<file path="src/rtl/cdds_pkg.sv">
package cdds_pkg;

  localparam int DATA_W   = 16;  // output word, Q2.14
  localparam int FRAC_W   = 14;
  localparam int GUARD_W  = 2;   // extra integer and fraction bits inside the engine
  localparam int N_ITER   = 16;
  localparam int PHASE_W  = 8;
  localparam int LFSR_W   = 16;
  localparam int DITHER_W = 2;

  localparam logic [LFSR_W-1:0] LFSR_SEED = 16'hACE1;
  localparam logic [LFSR_W-1:0] LFSR_MASK = 16'hD008;  // x^16+x^15+x^13+x^4+1

  // reciprocal gains in Q(FRAC_W+GUARD_W)
  localparam int X0_CIRC = 39797;  // ~0.607253
  localparam int X0_HYP  = 79135;  // ~1.207497

  localparam int QUARTER_PI_Q = 12868;  // pi/4 in Q14

  typedef enum logic {MODE_CIRC = 1'b0, MODE_HYP = 1'b1} wave_mode_e;

  function automatic int unsigned atan_q14(input int unsigned i);
    case (i)
      0: return 12868;  1: return 7596;  2: return 4014;  3: return 2037;
      4: return 1023;   5: return 512;   6: return 256;   7: return 128;
      8: return 64;     9: return 32;    10: return 16;   11: return 8;
      12: return 4;     13: return 2;    14: return 1;
      default: return 0;
    endcase
  endfunction

  function automatic int unsigned atanh_q14(input int unsigned i);
    case (i)
      1: return 9000;   2: return 4185;  3: return 2059;  4: return 1025;
      5: return 512;    6: return 256;   7: return 128;   8: return 64;
      9: return 32;     10: return 16;   11: return 8;    12: return 4;
      13: return 2;     14: return 1;
      default: return 0;
    endcase
  endfunction

  // hyperbolic shift sequence 1,2,3,4,4,5..13,13,14
  function automatic int unsigned hyp_index(input int unsigned k);
    if (k < 4) return k + 1;
    else if (k < 14) return k;
    else return k - 1;
  endfunction

endpackage

</file>
<file path="src/rtl/cdds_phase_gen.sv">
module cdds_phase_gen
  import cdds_pkg::*;
#(
  parameter int PW = PHASE_W
) (
  input  logic              clk,
  input  logic              rst_n,
  input  logic              step,
  input  logic              count_down,
  input  logic              dither_en,
  output logic [PW-1:0]     phase,
  output logic [PW-1:0]     cnt_q,
  output logic [LFSR_W-1:0] lfsr_q
);

  logic [PW-1:0]     cnt_d;
  logic [LFSR_W-1:0] lfsr_d;

  always_comb begin
    cnt_d  = cnt_q;
    lfsr_d = lfsr_q;
    if (step) begin
      cnt_d  = count_down ? cnt_q - 1'b1 : cnt_q + 1'b1;
      lfsr_d = lfsr_q >> 1;
      if (lfsr_q[0]) lfsr_d = lfsr_d ^ LFSR_MASK;
    end
  end

  always_ff @(posedge clk or negedge rst_n) begin
    if (!rst_n) begin
      cnt_q  <= '0;
      lfsr_q <= LFSR_SEED;
    end else begin
      cnt_q  <= cnt_d;
      lfsr_q <= lfsr_d;
    end
  end

  assign phase = cnt_q + (dither_en ? PW'(lfsr_q[DITHER_W-1:0]) : PW'(0));

endmodule

</file>
<file path="src/rtl/cdds_angle_lut.sv">
module cdds_angle_lut
  import cdds_pkg::*;
#(
  parameter int PW = PHASE_W,
  parameter int ZW = DATA_W
) (
  input  logic [PW-1:0]        phase,
  output logic [2:0]           octant,
  output logic signed [ZW-1:0] z_circ,
  output logic signed [ZW-1:0] z_hyp
);

  localparam int FB   = PW - 3;
  localparam int NENT = (1 << FB) + 1;
  localparam int STEP = (QUARTER_PI_Q + (1 << (FB - 1))) >> FB;
  localparam int HSH  = FRAC_W - PW;  // z = (p - half) / 2^PW rad

  logic [ZW-1:0]        ang_tab [NENT];
  logic [FB-1:0]        frac;
  logic [FB:0]          idx;
  logic signed [PW-1:0] hv;

  for (genvar i = 0; i < NENT; i++) begin : g_tab
    assign ang_tab[i] = ZW'(i * STEP);
  end

  assign octant = phase[PW-1 -: 3];
  assign frac   = phase[FB-1:0];
  assign idx    = octant[0] ? (FB+1)'(1 << FB) - {1'b0, frac} : {1'b0, frac};
  assign z_circ = signed'(ang_tab[idx]);

  assign hv     = signed'({~phase[PW-1], phase[PW-2:0]});
  assign z_hyp  = ZW'(hv) <<< HSH;

endmodule

</file>
<file path="src/rtl/cdds_cordic_iter.sv">
module cdds_cordic_iter
  import cdds_pkg::*;
#(
  parameter int IW = DATA_W + 2 * GUARD_W,
  parameter int ZW = DATA_W,
  parameter int NI = N_ITER,
  parameter int TW = 3
) (
  input  logic                 clk,
  input  logic                 rst_n,
  input  logic                 start,
  input  logic                 hyp_in,
  input  logic signed [ZW-1:0] z_in,
  input  logic [TW-1:0]        tag_in,
  output logic                 busy_q,
  output logic                 done_q,
  output logic                 hyp_q,
  output logic [TW-1:0]        tag_q,
  output logic signed [IW-1:0] x_q,
  output logic signed [IW-1:0] y_q
);

  localparam int CW = $clog2(NI);

  logic [CW-1:0]        k_q, k_d;
  logic signed [ZW-1:0] z_q, z_d, z_n, ang;
  logic signed [IW-1:0] x_d, y_d, x_n, y_n, xs, ys;
  logic                 busy_d, done_d, hyp_d;
  logic [TW-1:0]        tag_d;
  int unsigned          sh;

  // one rotation step: two shifters, three adders
  always_comb begin
    sh  = hyp_q ? hyp_index(32'(k_q)) : 32'(k_q);
    ang = ZW'(hyp_q ? atanh_q14(sh) : atan_q14(sh));
    xs  = x_q >>> sh;
    ys  = y_q >>> sh;
    if (!z_q[ZW-1]) begin
      x_n = hyp_q ? x_q + ys : x_q - ys;
      y_n = y_q + xs;
      z_n = z_q - ang;
    end else begin
      x_n = hyp_q ? x_q - ys : x_q + ys;
      y_n = y_q - xs;
      z_n = z_q + ang;
    end
  end

  always_comb begin
    busy_d = busy_q;
    done_d = 1'b0;
    k_d    = k_q;
    x_d    = x_q;
    y_d    = y_q;
    z_d    = z_q;
    hyp_d  = hyp_q;
    tag_d  = tag_q;
    if (!busy_q) begin
      if (start) begin
        busy_d = 1'b1;
        k_d    = '0;
        x_d    = hyp_in ? IW'(X0_HYP) : IW'(X0_CIRC);
        y_d    = '0;
        z_d    = z_in;
        hyp_d  = hyp_in;
        tag_d  = tag_in;
      end
    end else begin
      x_d = x_n;
      y_d = y_n;
      z_d = z_n;
      k_d = k_q + 1'b1;
      if (k_q == CW'(NI - 1)) begin
        busy_d = 1'b0;
        done_d = 1'b1;
      end
    end
  end

  always_ff @(posedge clk or negedge rst_n) begin
    if (!rst_n) begin
      busy_q <= 1'b0;
      done_q <= 1'b0;
      k_q    <= '0;
      x_q    <= '0;
      y_q    <= '0;
      z_q    <= '0;
      hyp_q  <= 1'b0;
      tag_q  <= '0;
    end else begin
      busy_q <= busy_d;
      done_q <= done_d;
      k_q    <= k_d;
      x_q    <= x_d;
      y_q    <= y_d;
      z_q    <= z_d;
      hyp_q  <= hyp_d;
      tag_q  <= tag_d;
    end
  end

endmodule

</file>
<file path="src/rtl/cdds_synth.sv">
module cdds_synth
  import cdds_pkg::*;
#(
  parameter int PW = PHASE_W,
  parameter int DW = DATA_W
) (
  input  logic                 clk,
  input  logic                 rst_n,
  input  logic                 en,
  input  logic                 mode,
  input  logic                 count_down,
  input  logic                 dither_en,
  output logic                 sample_valid,
  output logic signed [DW-1:0] wave_x,
  output logic signed [DW-1:0] wave_y,
  output logic signed [DW-1:0] wave_exp
);

  localparam int IW = DW + 2 * GUARD_W;

  logic [1:0]           rst_sync_q;
  logic                 rst_core_n;
  wave_mode_e           mode_sel;
  logic                 start, core_busy, core_done, core_hyp;
  logic [PW-1:0]        phase, phase_cnt;
  logic [LFSR_W-1:0]    lfsr_st;
  logic [2:0]           octant, core_oct;
  logic signed [DW-1:0] z_circ, z_hyp;
  logic signed [IW-1:0] core_x, core_y;
  logic signed [DW-1:0] ax, ay, fx, fy, fe;
  logic                 swap;

  // asynchronous assert, synchronous release
  always_ff @(posedge clk or negedge rst_n) begin
    if (!rst_n) rst_sync_q <= '0;
    else        rst_sync_q <= {rst_sync_q[0], 1'b1};
  end
  assign rst_core_n = rst_sync_q[1];

  assign mode_sel = wave_mode_e'(mode);
  assign start    = en && !core_busy;

  cdds_phase_gen #(.PW(PW)) u_phase (
    .clk(clk), .rst_n(rst_core_n), .step(start), .count_down(count_down),
    .dither_en(dither_en), .phase(phase), .cnt_q(phase_cnt), .lfsr_q(lfsr_st)
  );

  cdds_angle_lut #(.PW(PW), .ZW(DW)) u_lut (
    .phase(phase), .octant(octant), .z_circ(z_circ), .z_hyp(z_hyp)
  );

  cdds_cordic_iter #(.IW(IW), .ZW(DW), .NI(N_ITER), .TW(3)) u_core (
    .clk(clk), .rst_n(rst_core_n), .start(start),
    .hyp_in(mode_sel == MODE_HYP),
    .z_in((mode_sel == MODE_HYP) ? z_hyp : z_circ),
    .tag_in(octant), .busy_q(core_busy), .done_q(core_done), .hyp_q(core_hyp),
    .tag_q(core_oct), .x_q(core_x), .y_q(core_y)
  );

  // octant restore and output formatting
  always_comb begin
    ax   = DW'(core_x >>> GUARD_W);
    ay   = DW'(core_y >>> GUARD_W);
    swap = core_oct[0] ^ core_oct[1];
    fe   = '0;
    if (core_hyp) begin
      fx = ax;
      fy = ay;
      fe = DW'((core_x + core_y) >>> GUARD_W);
    end else begin
      fx = swap ? ay : ax;
      fy = swap ? ax : ay;
      if (core_oct[2] ^ core_oct[1]) fx = -fx;
      if (core_oct[2])               fy = -fy;
    end
  end

  always_ff @(posedge clk or negedge rst_core_n) begin
    if (!rst_core_n) begin
      sample_valid <= 1'b0;
      wave_x       <= '0;
      wave_y       <= '0;
      wave_exp     <= '0;
    end else begin
      sample_valid <= core_done;
      if (core_done) begin
        wave_x   <= fx;
        wave_y   <= fy;
        wave_exp <= fe;
      end
    end
  end

endmodule

</file>
<file path="config.mk">
export PLATFORM = sky130hd
export DESIGN_NAME = cdds_synth
export DESIGN_NICKNAME = d
export VERILOG_FILES = /design/src/rtl/cdds_pkg.sv /design/src/rtl/cdds_phase_gen.sv /design/src/rtl/cdds_angle_lut.sv /design/src/rtl/cdds_cordic_iter.sv /design/src/rtl/cdds_synth.sv
export SDC_FILE = /design/constraint.sdc
export NUM_CORES = 1
export LEC_CHECK = 0
export BUFFER_PORTS_ARGS = -buffer_cell sky130_fd_sc_hd__buf_2
export CAP_MARGIN = 20
export CELL_PAD_IN_SITES_DETAIL_PLACEMENT = 1
export CELL_PAD_IN_SITES_GLOBAL_PLACEMENT = 2
export CORE_MARGIN = 2
export CORE_UTILIZATION = 39
export CTS_BUF_LIST = sky130_fd_sc_hd__clkbuf_2
export DETAILED_ROUTE_END_ITERATION = 6
export MAX_ROUTING_LAYER = met4
export PLACE_DENSITY = 0.91
export SLEW_MARGIN = 20
export SYNTH_ARGS = -nofsm -noshare
export SYNTH_HDL_FRONTEND = slang
export SYNTH_SLANG_ARGS = --single-unit
export TNS_END_PERCENT = 30
</file>
<file path="constraint.sdc">
create_clock -name clk -period 5.9 [get_ports clk]
set_clock_uncertainty 0.15 [all_clocks]
set_input_delay 0.59 -clock clk [delete_from_list [all_inputs] [get_ports clk]]
set_output_delay 0.59 -clock clk [all_outputs]
set_load 0.05 [all_outputs]
</file>
[Word level (Yosys, flattened, before mapping)]
Memory sizes are Yosys's and may differ from the RTL's.
Cells that the tools add are included.
Storage, ports and cells
  register bits after elaboration: 141
  memory bits (read-only): 1472
  bits of input ports: 6
  memories kept: 3
Operators by class
  add/sub/neg operators: 16
  magnitude comparators: 3
  eq/ne operators: 1
  shift operators: 2
  mux-type cells: 39
  bitwise logic cells: 6
  reductions and logical operators: 5
Memory list
  (name not given): depth 64, bits a word 16, rd ports 1, clocked after Yosys merged registers in 0, wr ports 0, line cdds_angle_lut.sv:30  | assign z_circ = signed'(ang_tab[idx]);
  (name not given): depth 16, bits a word 14, rd ports 1, clocked after Yosys merged registers in 0, wr ports 0, line cdds_pkg.sv:33  | case (i)
  (name not given): depth 16, bits a word 14, rd ports 1, clocked after Yosys merged registers in 0, wr ports 0, line cdds_pkg.sv:23  | case (i)
Operators by type and width (count)
  two-way mux 16 bit: 17
  two-way mux 20 bit: 8
  two-way mux 32 bit: 3
  >>> shifter 20 x 32 -> 20 bit: 2
  adder 20 bit: 2
  subtractor 20 bit: 2
  negator 16 bit: 2
  logical NOT 28 bit: 1
  adder 18 bit: 1
  two-way mux 17 bit: 1
  adder 16 bit: 1
  subtractor 16 bit: 1
  adder 8 x 1 -> 8 bit (second input constant): 1
  adder 8 bit: 1
  two-way mux 4 bit: 2
  two-way mux 8 bit: 1
  subtractor 8 x 1 -> 8 bit (second input constant): 1
  >= comparator 7 bit (second input constant): 1
  inverter 6 -> 7 bit: 1
  two-way mux 6 bit: 1
  subtractor 6 x 5 -> 6 bit (first input constant): 1
  adder 4 x 1 -> 5 bit (second input constant): 1
  two-way mux 1 bit: 5
  subtractor 4 x 1 -> 5 bit (second input constant): 1
  12 further kinds: 14

[Logic depth before layout (Yosys ltp)]
  word-level depth: 11
  mapped depth: 30
  gate-level depth less buffers: 25

[Hierarchy]
A second synthesis with hierarchy kept.
Second synthesis, totals
  cell total of the unflattened synthesis: 1980
  area, all modules: 15770.1 um2
Modules (own cells, without submodules)
  cdds_cordic_iter: instances 1, cells each 1139, area each 8763.4 um2, sequential area each 1651.6 um2
  cdds_synth: instances 1, cells each 603, area each 4735.8 um2, sequential area each 1276.2 um2
  cdds_phase_gen: instances 1, cells each 123, area each 1398.8 um2, sequential area each 610.6 um2
  cdds_angle_lut: instances 1, cells each 115, area each 872.1 um2, sequential area each 0.0 um2

[Worst setup path after synthesis]
No wires, ideal clock.
  path type: flip-flop to flip-flop
  start point: reg u_core.k_q[0]
  end point: reg u_core.z_q[14]
  library setup time: 132 ps
  arrival time: 6183 ps
  required time: 5618 ps
  slack: -565 ps
  stages on the path, launching flop included: 30
  path buffers: 5
  cell sequence: dfrtp_1 > clkbuf_1 > inv_1 > ha_1 > or4b_1 > o211ai_2 > buf_2 > buf_4 > buf_2 > buf_2 > ha_1 > nand2_1 > nand2_1 > a21oi_1 > a221o_1 > ha_1 > nand2_1 > o21ai_0 > fa_1 > a21o_1 > a21oi_1 > o21bai_1 > a21oi_1 > o21ai_0 > a21oi_1 > o21ai_0 > a2111o_1 > a31oi_1 > xor2_1 > mux2i_1
Between the ends
  longest elaborated chain between the ends: 10
  elaborated cells between the ends (all ways): 17
RTL lines
  start, declared: line cdds_cordic_iter.sv:25  | logic [CW-1:0] k_q, k_d;
  start signal, assigned: line cdds_cordic_iter.sv:93  | k_q <= k_d;
  subtractor 4 x 1 -> 5 bit or less-than comparator 4 bit (tied branches): line cdds_pkg.sv:46, cdds_pkg.sv:45
  two-way mux 32 bit: line cdds_pkg.sv:45  | else if (k < 14) return k;
  two-way mux 32 bit: line cdds_pkg.sv:44  | if (k < 4) return k + 1;
  two-way mux 32 bit (*): line cdds_cordic_iter.sv:34  | sh = hyp_q ? hyp_index(32'(k_q)) : 32'(k_q);
  memory read (16 x 14 bit), or another cell as far along
  two-way mux 16 bit, on equally long branches: line cdds_pkg.sv:23, cdds_pkg.sv:33
  two-way mux 16 bit (*): line cdds_cordic_iter.sv:35  | ang = ZW'(hyp_q ? atanh_q14(sh) : atan_q14(sh));
  subtractor 16 bit or adder 16 bit (tied branches): line cdds_cordic_iter.sv:41, cdds_cordic_iter.sv:45
  two-way mux 16 bit (*): line cdds_cordic_iter.sv:38  | if (!z_q[ZW-1]) begin
  two-way mux 16 bit (*): line cdds_cordic_iter.sv:58  | if (!busy_q) begin
  end signal, assigned: line cdds_cordic_iter.sv:96  | z_q <= z_d;
  end, declared: line cdds_cordic_iter.sv:26  | logic signed [ZW-1:0] z_q, z_d, z_n, ang;
Every way passes the cells marked *; elsewhere a longest branch is shown, timed or not.
A chain may end at the register's enable or synchronous reset.

[Worst setup path after layout]
  start point: reg u_core.k_q[1]
  end point: reg u_core.y_q[19]
Between the ends
  longest elaborated chain between the ends: 8
  elaborated cells between the ends (all ways): 12
RTL lines
  subtractor 4 x 1 -> 5 bit or less-than comparator 4 bit (tied branches): line cdds_pkg.sv:46, cdds_pkg.sv:45
  two-way mux 32 bit: line cdds_pkg.sv:45
  two-way mux 32 bit: line cdds_pkg.sv:44
  two-way mux 32 bit (*): line cdds_cordic_iter.sv:34
  >>> shifter 20 x 32 -> 20 bit (*): line cdds_cordic_iter.sv:36  | xs = x_q >>> sh;
  adder 20 bit or subtractor 20 bit (tied branches): line cdds_cordic_iter.sv:40, cdds_cordic_iter.sv:44
  two-way mux 20 bit (*): line cdds_cordic_iter.sv:38
  two-way mux 20 bit (*): line cdds_cordic_iter.sv:58
  end signal, assigned: line cdds_cordic_iter.sv:95  | y_q <= y_d;
  end, declared: line cdds_cordic_iter.sv:20  | output logic signed [IW-1:0] y_q
Marks and branches as above.

==> results.yml <==
outcome:
  status: "finished clean"
worst_setup_path:
  worstPathArrival_ns: 6.40
  timing.rr.start: "u_core.k_q[1]$_DFFE_PN0P_"
  crit_top_cell: "buf_4"
  timing.rr.end: "u_core.y_q[19]$_DFFE_PN0P_"
  crit_type: "reg -> reg"
  crit_fanout: 6
  critPathRequiredTime_ns: 6.59
  slowest_stage: "or4b_4"
  reg2regPathDepth: 25
  cp-start-kind: "register"
  crit_path_end_kind: "register"
  crit_path_max_incr_delay_ns: 0.52
  reg2reg_slack_ns: 0.20
placed_design:
  io_buffers: 54
  gp_congestion: 0.9319
  dp_slack_ns: 0.009958
  dp_cells: 2521
  hpwl_um: 41200
synth:
  synthTopCellsByCount: "255 x nand2_1, 207 x a21oi_1, 164 x nor2_1"
  synth_area_um2: 15040
  yosysMostFrequentCell: "nand2_1"
  synth_nets: 2097
  synth_warnings: 0
  ys_async_sr_fraction_pct: 100.0
  synth_ff_type: "dfrtp_1"
  ys_ff_latch: 141
  netlist.area_leader.share_pct: 22.13
  synth_cell_types: 90
  synth_edf_count: 0
  syn_area_per_cell_um2: 7.637
  ys_seq_area_share_pct: 23.53
  synth_top_cell_by_area: "dfrtp_1"
  yosys-top-cells-area: "dfrtp_1 22%, ha_1 9.7%, a21oi_1 6.9%, nand2_1 6.4%, mux2i_1 4.9%"
  postSynthCellCount: 1969
cells_and_area:
  utilization_pct: 45.56
  layout.nets: 2180
  fin_cells: 2577
  drive_gt1_share_pct: 16.95
  area_growth_pct: 14.66
clock_tree:
  path_clk_slew_ns: 0.26
  cts_tree: "built"
  clk_path_buf_depth: 2
  root_buffer: "clkbuf_2"
  clk_latency_ns: 0.90
  clkSinkCount: 141
  cts_made_buffers: 17
  cts_max_level: 4
detailed_routing:
  vias: 15230
  ant_nets: 0
  routed_wl_um: 55670
  initialDrtViolationCount: 938
  drc: 0
  dr.pass1.iters: 7
  wl_per_cell_um: 21.60
  viasPerCell: 5.910
sta:
  hold_violations: 0
  finalSetupViolCount: 0
  fmax_ghz: 0.1754
  drv_slew: 0
  finalCriticalPeriod_ns: 5.702
  slew_headroom_pct: 26.96
  fin_ws_ns: 0.1982
  fin_crit_sh_pct: 96.64
  tightestPinTransition_ns: 1.092
floorplanning:
  die_y_um: 200.4
  fp.dieW_um: 200.4
  rows: 71
  die_area_um2: 40140
  start_util_pct: 39.73
  core-area_um2: 37840
  ios: 55
run:
  drv_cap: 0
global_route:
  antenna_found_initial: 1
  grt_overflow: 0
  grt_pass1_wl_um: 87830
  grt_usage_pct: 28.29
  grt_start_max_net_pins: 79
  grt_pass1_vias: 15580
hold_path:
  hp-class: "reg -> async"
==> timing repair <==
item / in CTS / in global routing
hold endpoints to repair: 5 / 0
pin swaps: 1 / 25
buffers inserted: 0 / 17
gates cloned: 1 / 1
setup endpoints to repair: 1 / 14
gates resized for setup: 6 / 64
hold buffers: 4 / 0
==> worst max path at each step <==
stage / startpoint / endpoint / slack, ns / depth (start not counted)
after global routing: u_core.k_q[1]$_DFFE_PN0P_ / u_core.x_q[19]$_DFFE_PN0P_ / -0.09 / 25
final: u_core.k_q[1]$_DFFE_PN0P_ / u_core.y_q[19]$_DFFE_PN0P_ / 0.20 / 25
after global placement: u_core.k_q[0]$_DFFE_PN0P_ / u_core.z_q[14]$_DFFE_PN0P_ / 0.16 / 26
after CTS: u_core.k_q[0]$_DFFE_PN0P_ / u_core.x_q[19]$_DFFE_PN0P_ / 0.001 / 24
after detailed placement: u_core.k_q[0]$_DFFE_PN0P_ / u_core.z_q[14]$_DFFE_PN0P_ / 0.01 / 26
after floorplan: u_core.k_q[1]$_DFFE_PN0P_ / u_core.z_q[14]$_DFFE_PN0P_ / 0.03 / 29
==> worst max-delay path: cells and delay by family (launching register included) <==
| family | cells | cell delay (ns) |
|---|---|---|
| compound gates | 9 | 1.78 |
| xor+xnor | 1 | 0.18 |
| flops | 1 | 0.45 |
| buf+inv | 6 | 0.89 |
| simple gates | 5 | 1.25 |
| mux | 2 | 0.39 |
| fa+ha+maj | 2 | 0.57 |
==> cells in the final DEF, fill, tap and decap left out, types with 54 or more instances in the layout <==
master	synthesis	layout
o21ai_0	131	125
inv_1	108	106
mux2i_1	74	65
xnor2_1	76	75
buf_4	3	122
xor2_1	69	67
buf_2	11	54
ha_1	116	112
a21oi_1	207	199
nor2_1	164	163
nand2_1	255	254
dfrtp_1	133	128
==> flip-flops by register name, summed over array words and instances (netlist names), 8 cells and up <==
name / count
u_core.x_q: 20
u_core.y_q: 20
u_core.z_q: 16
u_phase.lfsr_q: 16
wave_exp: 16
wave_x: 16
wave_y: 16
u_phase.cnt_q: 8
==> cells by family (layout without fill, tap and decap cells) <==
| group | after synthesis | after routing | synth area share, % |
|---|---|---|---|
| flip-flops | 141 | 141 | 23.53 |
| adder cells (fa/ha/maj) | 123 | 123 | 10.52 |
| XOR/XNOR | 145 | 145 | 8.446 |
| other | 1 | 2 | 0.02494 |
| AND/OR/NAND/NOR | 624 | 624 | 18.79 |
| AO/OA/AOI/OAI | 597 | 597 | 24.95 |
| buffers and inverters | 238 | 334 | 6.340 |
| multiplexers | 100 | 100 | 7.397 |
==> cell type report <==
type,instances,area (um^2)
Inverter,111,421.7
Timing Repair Buffer,191,1433
Fill cell,4676,20600
Clock buffer,18,90.09
Clock inverter,14,206.4
Multi-Input combinational cell,1590,10900
Tap cell,511,639.4
Antenna cell,1,2.502
Sequential cell,141,3547
==> routing by layer <==
layer	part of all wire (%)	track usage [%]	wire, um	vias up
met5	0	-	0	-
met3	4.1	3.710	2267	109
met2	48	46.24	26710	383
li1	-	-	-	7149
met4	3.5	11.46	1974	0
met1	44	35.39	24720	7589
==> through the flow <==
step / cell area, um^2 / hold slack, ns / TNS, ns
2_1_floorplan: 15070 / 0.1444 / 0
3_3_place_gp: 16380 / 0.1287 / 0
3_5_place_dp: 16380 / 0.1342 / 0
4_1_cts: 16770 / 0.1485 / 0
5_1_grt: 17240 / 0.1672 / -0.2130
6_report: 17240 / 0.1247 / 0
Power is not shown: default switching activity piles up to over one toggle a cycle in this logic, so the estimate is an artifact.
